[config.mk]
export PLATFORM = sky130hd
export DESIGN_NAME = opiso_datapath
export DESIGN_NICKNAME = d
export VERILOG_FILES = /design/src/rtl/opiso_pkg.sv /design/src/rtl/opiso_gate.sv /design/src/rtl/opiso_adder.sv /design/src/rtl/opiso_steer.sv /design/src/rtl/opiso_datapath.sv
export SDC_FILE = /design/constraint.sdc
export NUM_CORES = 1
export LEC_CHECK = 0
export BUFFER_PORTS_ARGS = -buffer_cell sky130_fd_sc_hd__buf_2
export CELL_PAD_IN_SITES_DETAIL_PLACEMENT = 0
export CELL_PAD_IN_SITES_GLOBAL_PLACEMENT = 1
export CORE_ASPECT_RATIO = 1.1
export CORE_MARGIN = 3
export CORE_UTILIZATION = 30
export DETAILED_ROUTE_END_ITERATION = 16
export GPL_ROUTABILITY_DRIVEN = 0
export PLACE_DENSITY = 0.81
export SYNTH_ARGS = -nofsm -noshare
export SYNTH_HDL_FRONTEND = slang
export SYNTH_SLANG_ARGS = --single-unit
[constraint.sdc]
create_clock -name clk -period 9.94 [get_ports clk]
set_input_delay 0.994 -clock clk [delete_from_list [all_inputs] [get_ports clk]]
set_output_delay 0.994 -clock clk [all_outputs]
set_load 0.03 [all_outputs]
[src/rtl/opiso_pkg.sv]
package opiso_pkg;

    typedef enum logic {
        ISO_FINE   = 1'b0,
        ISO_COARSE = 1'b1
    } iso_style_e;

    typedef struct packed {
        logic route;
        logic en_a;
        logic en_b;
    } iso_ctl_t;

endpackage

[src/rtl/opiso_gate.sv]
module opiso_gate #(
    parameter int W = 16
) (
    input  logic         en,
    input  logic [W-1:0] word_i,
    output logic [W-1:0] word_o
);
    always_comb begin
        word_o = word_i & {W{en}};
    end
endmodule

[src/rtl/opiso_adder.sv]
module opiso_adder #(
    parameter int W = 16
) (
    input  logic [W-1:0] x,
    input  logic [W-1:0] y,
    output logic [W-1:0] sum
);
    // carry-out dropped by W-bit assignment
    always_comb begin
        sum = x + y;
    end
endmodule

[src/rtl/opiso_steer.sv]
module opiso_steer
    import opiso_pkg::*;
#(
    parameter iso_style_e STYLE = ISO_FINE
) (
    input  logic     steer_a,
    input  logic     steer_b,
    input  logic     use_sum,
    input  logic     local_zero,
    output iso_ctl_t ctl
);
    logic route;

    always_comb begin
        route = steer_a & (steer_b | local_zero);
    end

    generate
        if (STYLE == ISO_FINE) begin : g_fine
            always_comb begin
                ctl.route = route;
                // first adder observable only via mid and not overridden
                ctl.en_a  = use_sum & ~route;
                ctl.en_b  = route;
            end
        end else begin : g_coarse
            always_comb begin
                ctl.route = route;
                ctl.en_a  = use_sum;
                ctl.en_b  = steer_a;
            end
        end
    endgenerate
endmodule

[src/rtl/opiso_datapath.sv]
module opiso_datapath
    import opiso_pkg::*;
#(
    parameter int         W     = 16,
    parameter iso_style_e STYLE = ISO_FINE
) (
    input  logic         clk,
    input  logic         rst_n,
    input  logic [W-1:0] in_a,
    input  logic [W-1:0] in_b,
    input  logic [W-1:0] in_c,
    input  logic [W-1:0] in_d,
    input  logic [W-1:0] in_e,
    input  logic [W-1:0] in_f,
    input  logic         steer_a,
    input  logic         steer_b,
    input  logic         use_sum,
    output logic [W-1:0] a_op0,
    output logic [W-1:0] a_op1,
    output logic [W-1:0] b_op0,
    output logic [W-1:0] b_op1,
    output logic [W-1:0] result_q
);
    localparam logic [W-1:0] ZERO_W = '0;

    typedef struct packed {
        logic [W-1:0] result;
    } state_t;

    state_t       st_d;
    state_t       st_q;
    iso_ctl_t     ctl;
    logic [W-1:0] local_sum;
    logic         local_zero;
    logic [W-1:0] sum_a;
    logic [W-1:0] sum_b;
    logic [W-1:0] mid;
    logic [W-1:0] masked_d;

    // local addition feeding the route logic (never isolated)
    opiso_adder #(.W(W)) u_local (.x(in_c), .y(in_f), .sum(local_sum));

    always_comb begin
        local_zero = (local_sum == ZERO_W);
    end

    opiso_steer #(.STYLE(STYLE)) u_steer (
        .steer_a    (steer_a),
        .steer_b    (steer_b),
        .use_sum    (use_sum),
        .local_zero (local_zero),
        .ctl        (ctl)
    );

    // isolation gates directly in front of the first adder
    opiso_gate #(.W(W)) u_gate_a0 (.en(ctl.en_a), .word_i(in_a), .word_o(a_op0));
    opiso_gate #(.W(W)) u_gate_a1 (.en(ctl.en_a), .word_i(in_b), .word_o(a_op1));

    opiso_adder #(.W(W)) u_add_a (.x(a_op0), .y(a_op1), .sum(sum_a));

    // bit-mask mux already blocks in_d when use_sum is low,
    // so its gate carries only the route term
    always_comb begin
        masked_d = use_sum ? in_d : ZERO_W;
        mid      = use_sum ? sum_a : in_c;
    end

    opiso_gate #(.W(W)) u_gate_b0 (.en(ctl.en_b), .word_i(masked_d), .word_o(b_op0));
    opiso_gate #(.W(W)) u_gate_b1 (.en(ctl.en_b), .word_i(in_e),     .word_o(b_op1));

    opiso_adder #(.W(W)) u_add_b (.x(b_op0), .y(b_op1), .sum(sum_b));

    always_comb begin
        st_d = st_q;
        if (!rst_n) begin
            st_d.result = ZERO_W;
        end else begin
            st_d.result = ctl.route ? sum_b : mid;
        end
    end

    always_ff @(posedge clk) begin
        st_q <= st_d;
    end

    always_comb begin
        result_q = st_q.result;
    end


    rst_clears_chk: assert property (@(posedge clk)
        !rst_n |=> (result_q == ZERO_W));


    a_idle_zero_chk: assert property (@(posedge clk) disable iff (!rst_n)
        !use_sum |-> (a_op0 == ZERO_W && a_op1 == ZERO_W));


    b_idle_zero_chk: assert property (@(posedge clk) disable iff (!rst_n)
        !steer_a |-> (b_op0 == ZERO_W && b_op1 == ZERO_W));


    mask_zero_chk: assert property (@(posedge clk) disable iff (!rst_n)
        !use_sum |-> (b_op0 == ZERO_W));


    bypass_out_chk: assert property (@(posedge clk) disable iff (!rst_n)
        (!steer_a && !use_sum) |=> (result_q == $past(in_c)));


    a_quiet_chk: assert property (@(posedge clk) disable iff (!rst_n)
        (!use_sum && $past(!use_sum)) |-> ($stable(a_op0) && $stable(a_op1)));
endmodule

==> metrics.txt <==
status=finished, final reports clean; # IOs=181; Post-synth EDFFs=0; Pleak=roughly 2.5 nW; worst endpoint required time=a little over 10000 ps; CTS tree=built; CTS Sinks=16; ys async rst share=0%; max-slew violations=0; die area=approximately 0.013 sq mm; deepest clock path buffer count=2; Startpoint Class=input pin; Syn Area/Cell=7.639 sq um; Rel. slew slack=around 57%; WL final=11.72 mm; Die Wd=around 110 microns; post-DP HPWL=10.03 mm; worst hold path class=in -> reg; crit-path cells=buf_2, ha_1, fa_1, a21oi_2, o2111ai_2, a21oi_1, o31ai_1, mux2_1, nor4_1, a32oi_4, buf_4, nor2_2, and2_1, ha_1, a211o_1, a2111oi_2, o31ai_1, o311ai_1, a221oi_1, a21o_1, a21oi_1, xnor2_1, o211a_1; WHS=1085 ps; Total Nets Final=764; Clk Tree Root Cell=clkbuf_16; hold-critical path depth=3; Post-CTS Hold Buffers=0; Placeable Area=0.01101 sq mm; Worst Max-Slew Pin Slew=634.6 ps; Core Util, Final=40.98%; # H-tree levels=1; Mapped Nets=a little under 600; vias in the first global route=roughly 3800; critical path capture point type=register; Post-synth top flop=dfxtp_1; ANT nets after route=0; WP data arrival=7090 ps; CTS buffer count=3; Seq/Total Area, Yosys=9.381%; #FFs+latches synth=16; unrepaired setup endpoints after global routing=false; n_diodes=0; initial antenna violation count=0; period utilisation layout=69.91%; GR Util All Layers=17.56%; count of final setup violators=0; pwr dens=83.06 mW/mm^2; Worst Path Buf+Inv=2; Setup CP Type=in -> reg; Wirelength per Cell=15.40 microns; Fin Setup TNS=0 ps; post-layout min period=slightly below 7000 ps; Synth Cell Area=between 0.003 and 0.004 sq mm; Synth cell types=between 60 and 70; port bufs=between 150 and 200; die height=117.9 microns; max reg flops=16; postcts setup bufs=0; FILL cells=1181; CP top delay family=compound AO/OA/AOI/OAI gates; Vias/cell=around 5.1; layout cells sized above 1=32.74%; footprint of the multi-input gates=0.002947 sq mm; Syn Inst Count=447; Stages on worst setup path=23; final hold violation count=0; Iteration-0 DRC Markers=214; initial cell density of the core=31.01%; maximum operating frequency=~0.14 GHz; Post-route DRC=0; pin count of the biggest net entering global routing=55; peak supply drop=just under 0.05 mV; register area=roughly 320 sq um; vias post-DR=3906; Design Power=0.0003747 W; Worst path slowest cell=nor4_1; Ys Warns=0; DRT Pass-1 Iters=5; total grt overflow=0; first-pass GRT wire length=~18 mm; CP max FO=54; area grow syn2layout=32.14%; # rows=40; Reg clk slew, reported paths=about 50 ps; slowest stage delay, CP=approximately 500 ps; Max Cap Viol=0; Resized Gates After CTS=0
## cell families (layout without fill, tap and decap cells)
family | after synthesis | in the layout | share of synthesized area [%]
xor+xnor | 33 | 33 | 8.464
flops | 16 | 16 | 9.381
mux | 17 | 17 | 5.020
buf+inv | 34 | 201 | 4.653
fa+ha+maj | 48 | 48 | 18.25
compound gates | 126 | 126 | 26.86
simple gates | 173 | 173 | 27.37
## path summary, 6_finish.rpt
check | start | endpoint | slack [ps]
hold / removal | in_c[6] | result_q[6] | 1090
setup / recovery | in_c[0] | result_q[15] | 2990
## where the power goes
group,total [W],switching (W),internal (W)
logic,0.000217,0.000132,0.0000852
registers,0.0000718,0.00000191,0.0000699
clock network,0.0000860,0.0000249,0.0000611
total,0.000375,0.000159,0.000216
## worst min-delay path, delay by kind of cell
| family | cells | cell delay [ps] |
|---|---|---|
| buf+inv | 1 | 120 |
| compound gates | 1 | 80 |
| simple gates | 1 | 70 |
## cells in the final DEF (no fill, tap or decap), drive strengths merged, types with 4 or more instances in the layout
| cell | instances |
|---|---|
| nand2b | 9 |
| mux2i | 16 |
| a21o | 8 |
| buf | 182 |
| o31ai | 5 |
| o311ai | 4 |
| nor2 | 33 |
| o211a | 7 |
| nor3 | 11 |
| inv | 15 |
| xnor2 | 22 |
| nand3 | 11 |
| nor2b | 19 |
| o21a | 5 |
| and3 | 35 |
| ha | 45 |
| nand2 | 22 |
| clkbuf | 4 |
| a211oi | 10 |
| xor2 | 11 |
| and2 | 18 |
| a31oi | 5 |
| a21oi | 33 |
| o21ai | 18 |
| dfxtp | 16 |
## synth_stat cells, types with 7 or more instances
master / count / area, sq um
a211oi_1: 7 / 52.55
a21o_1: 8 / 60.06
a21oi_1: 32 / 160.2
and2_1: 18 / 112.6
and3_1: 35 / 219.0
buf_2: 7 / 35.03
clkbuf_1: 9 / 33.78
dfxtp_1: 16 / 320.3
ha_1: 45 / 563.0
inv_1: 14 / 52.55
mux2i_1: 16 / 160.2
nand2_1: 22 / 82.58
nand2b_1: 9 / 56.30
nand3_1: 11 / 55.05
nor2_1: 32 / 120.1
nor2b_1: 19 / 118.9
nor3_1: 11 / 55.05
o211a_1: 7 / 70.07
o21ai_0: 13 / 65.06
xnor2_1: 22 / 192.7
xor2_1: 11 / 96.34
## metal layers
metal | track usage, % | vias up | share of wire [%]
met4 | 5.446 | 0 | 2.5
met2 | 30.29 | 149 | 47
li1 | - | 2007 | -
met3 | 1.591 | 14 | 6.2
met5 | 0 | - | 0
met1 | 22.84 | 1736 | 44
## per-stage QoR
step                      cells  worst slack [ps]  instance area, sq um
after floorplan             447              3893                  3415
after global placement      757              2998                  4423
after detailed placement    757              2742                  4423
after CTS                   761              2962                  4512
after global routing        761              2525                  4512
final                       761              2991                  4512
## layout make-up
cell class	instances	area share, %
multi-input cells	397	65.31
repair buffers	182	20.30
flip-flops and latches	16	7.099
well taps	147	4.077
clock buffers	4	1.969
inverters	15	1.248
No activity file was read; power rests on OpenSTA's default activity.
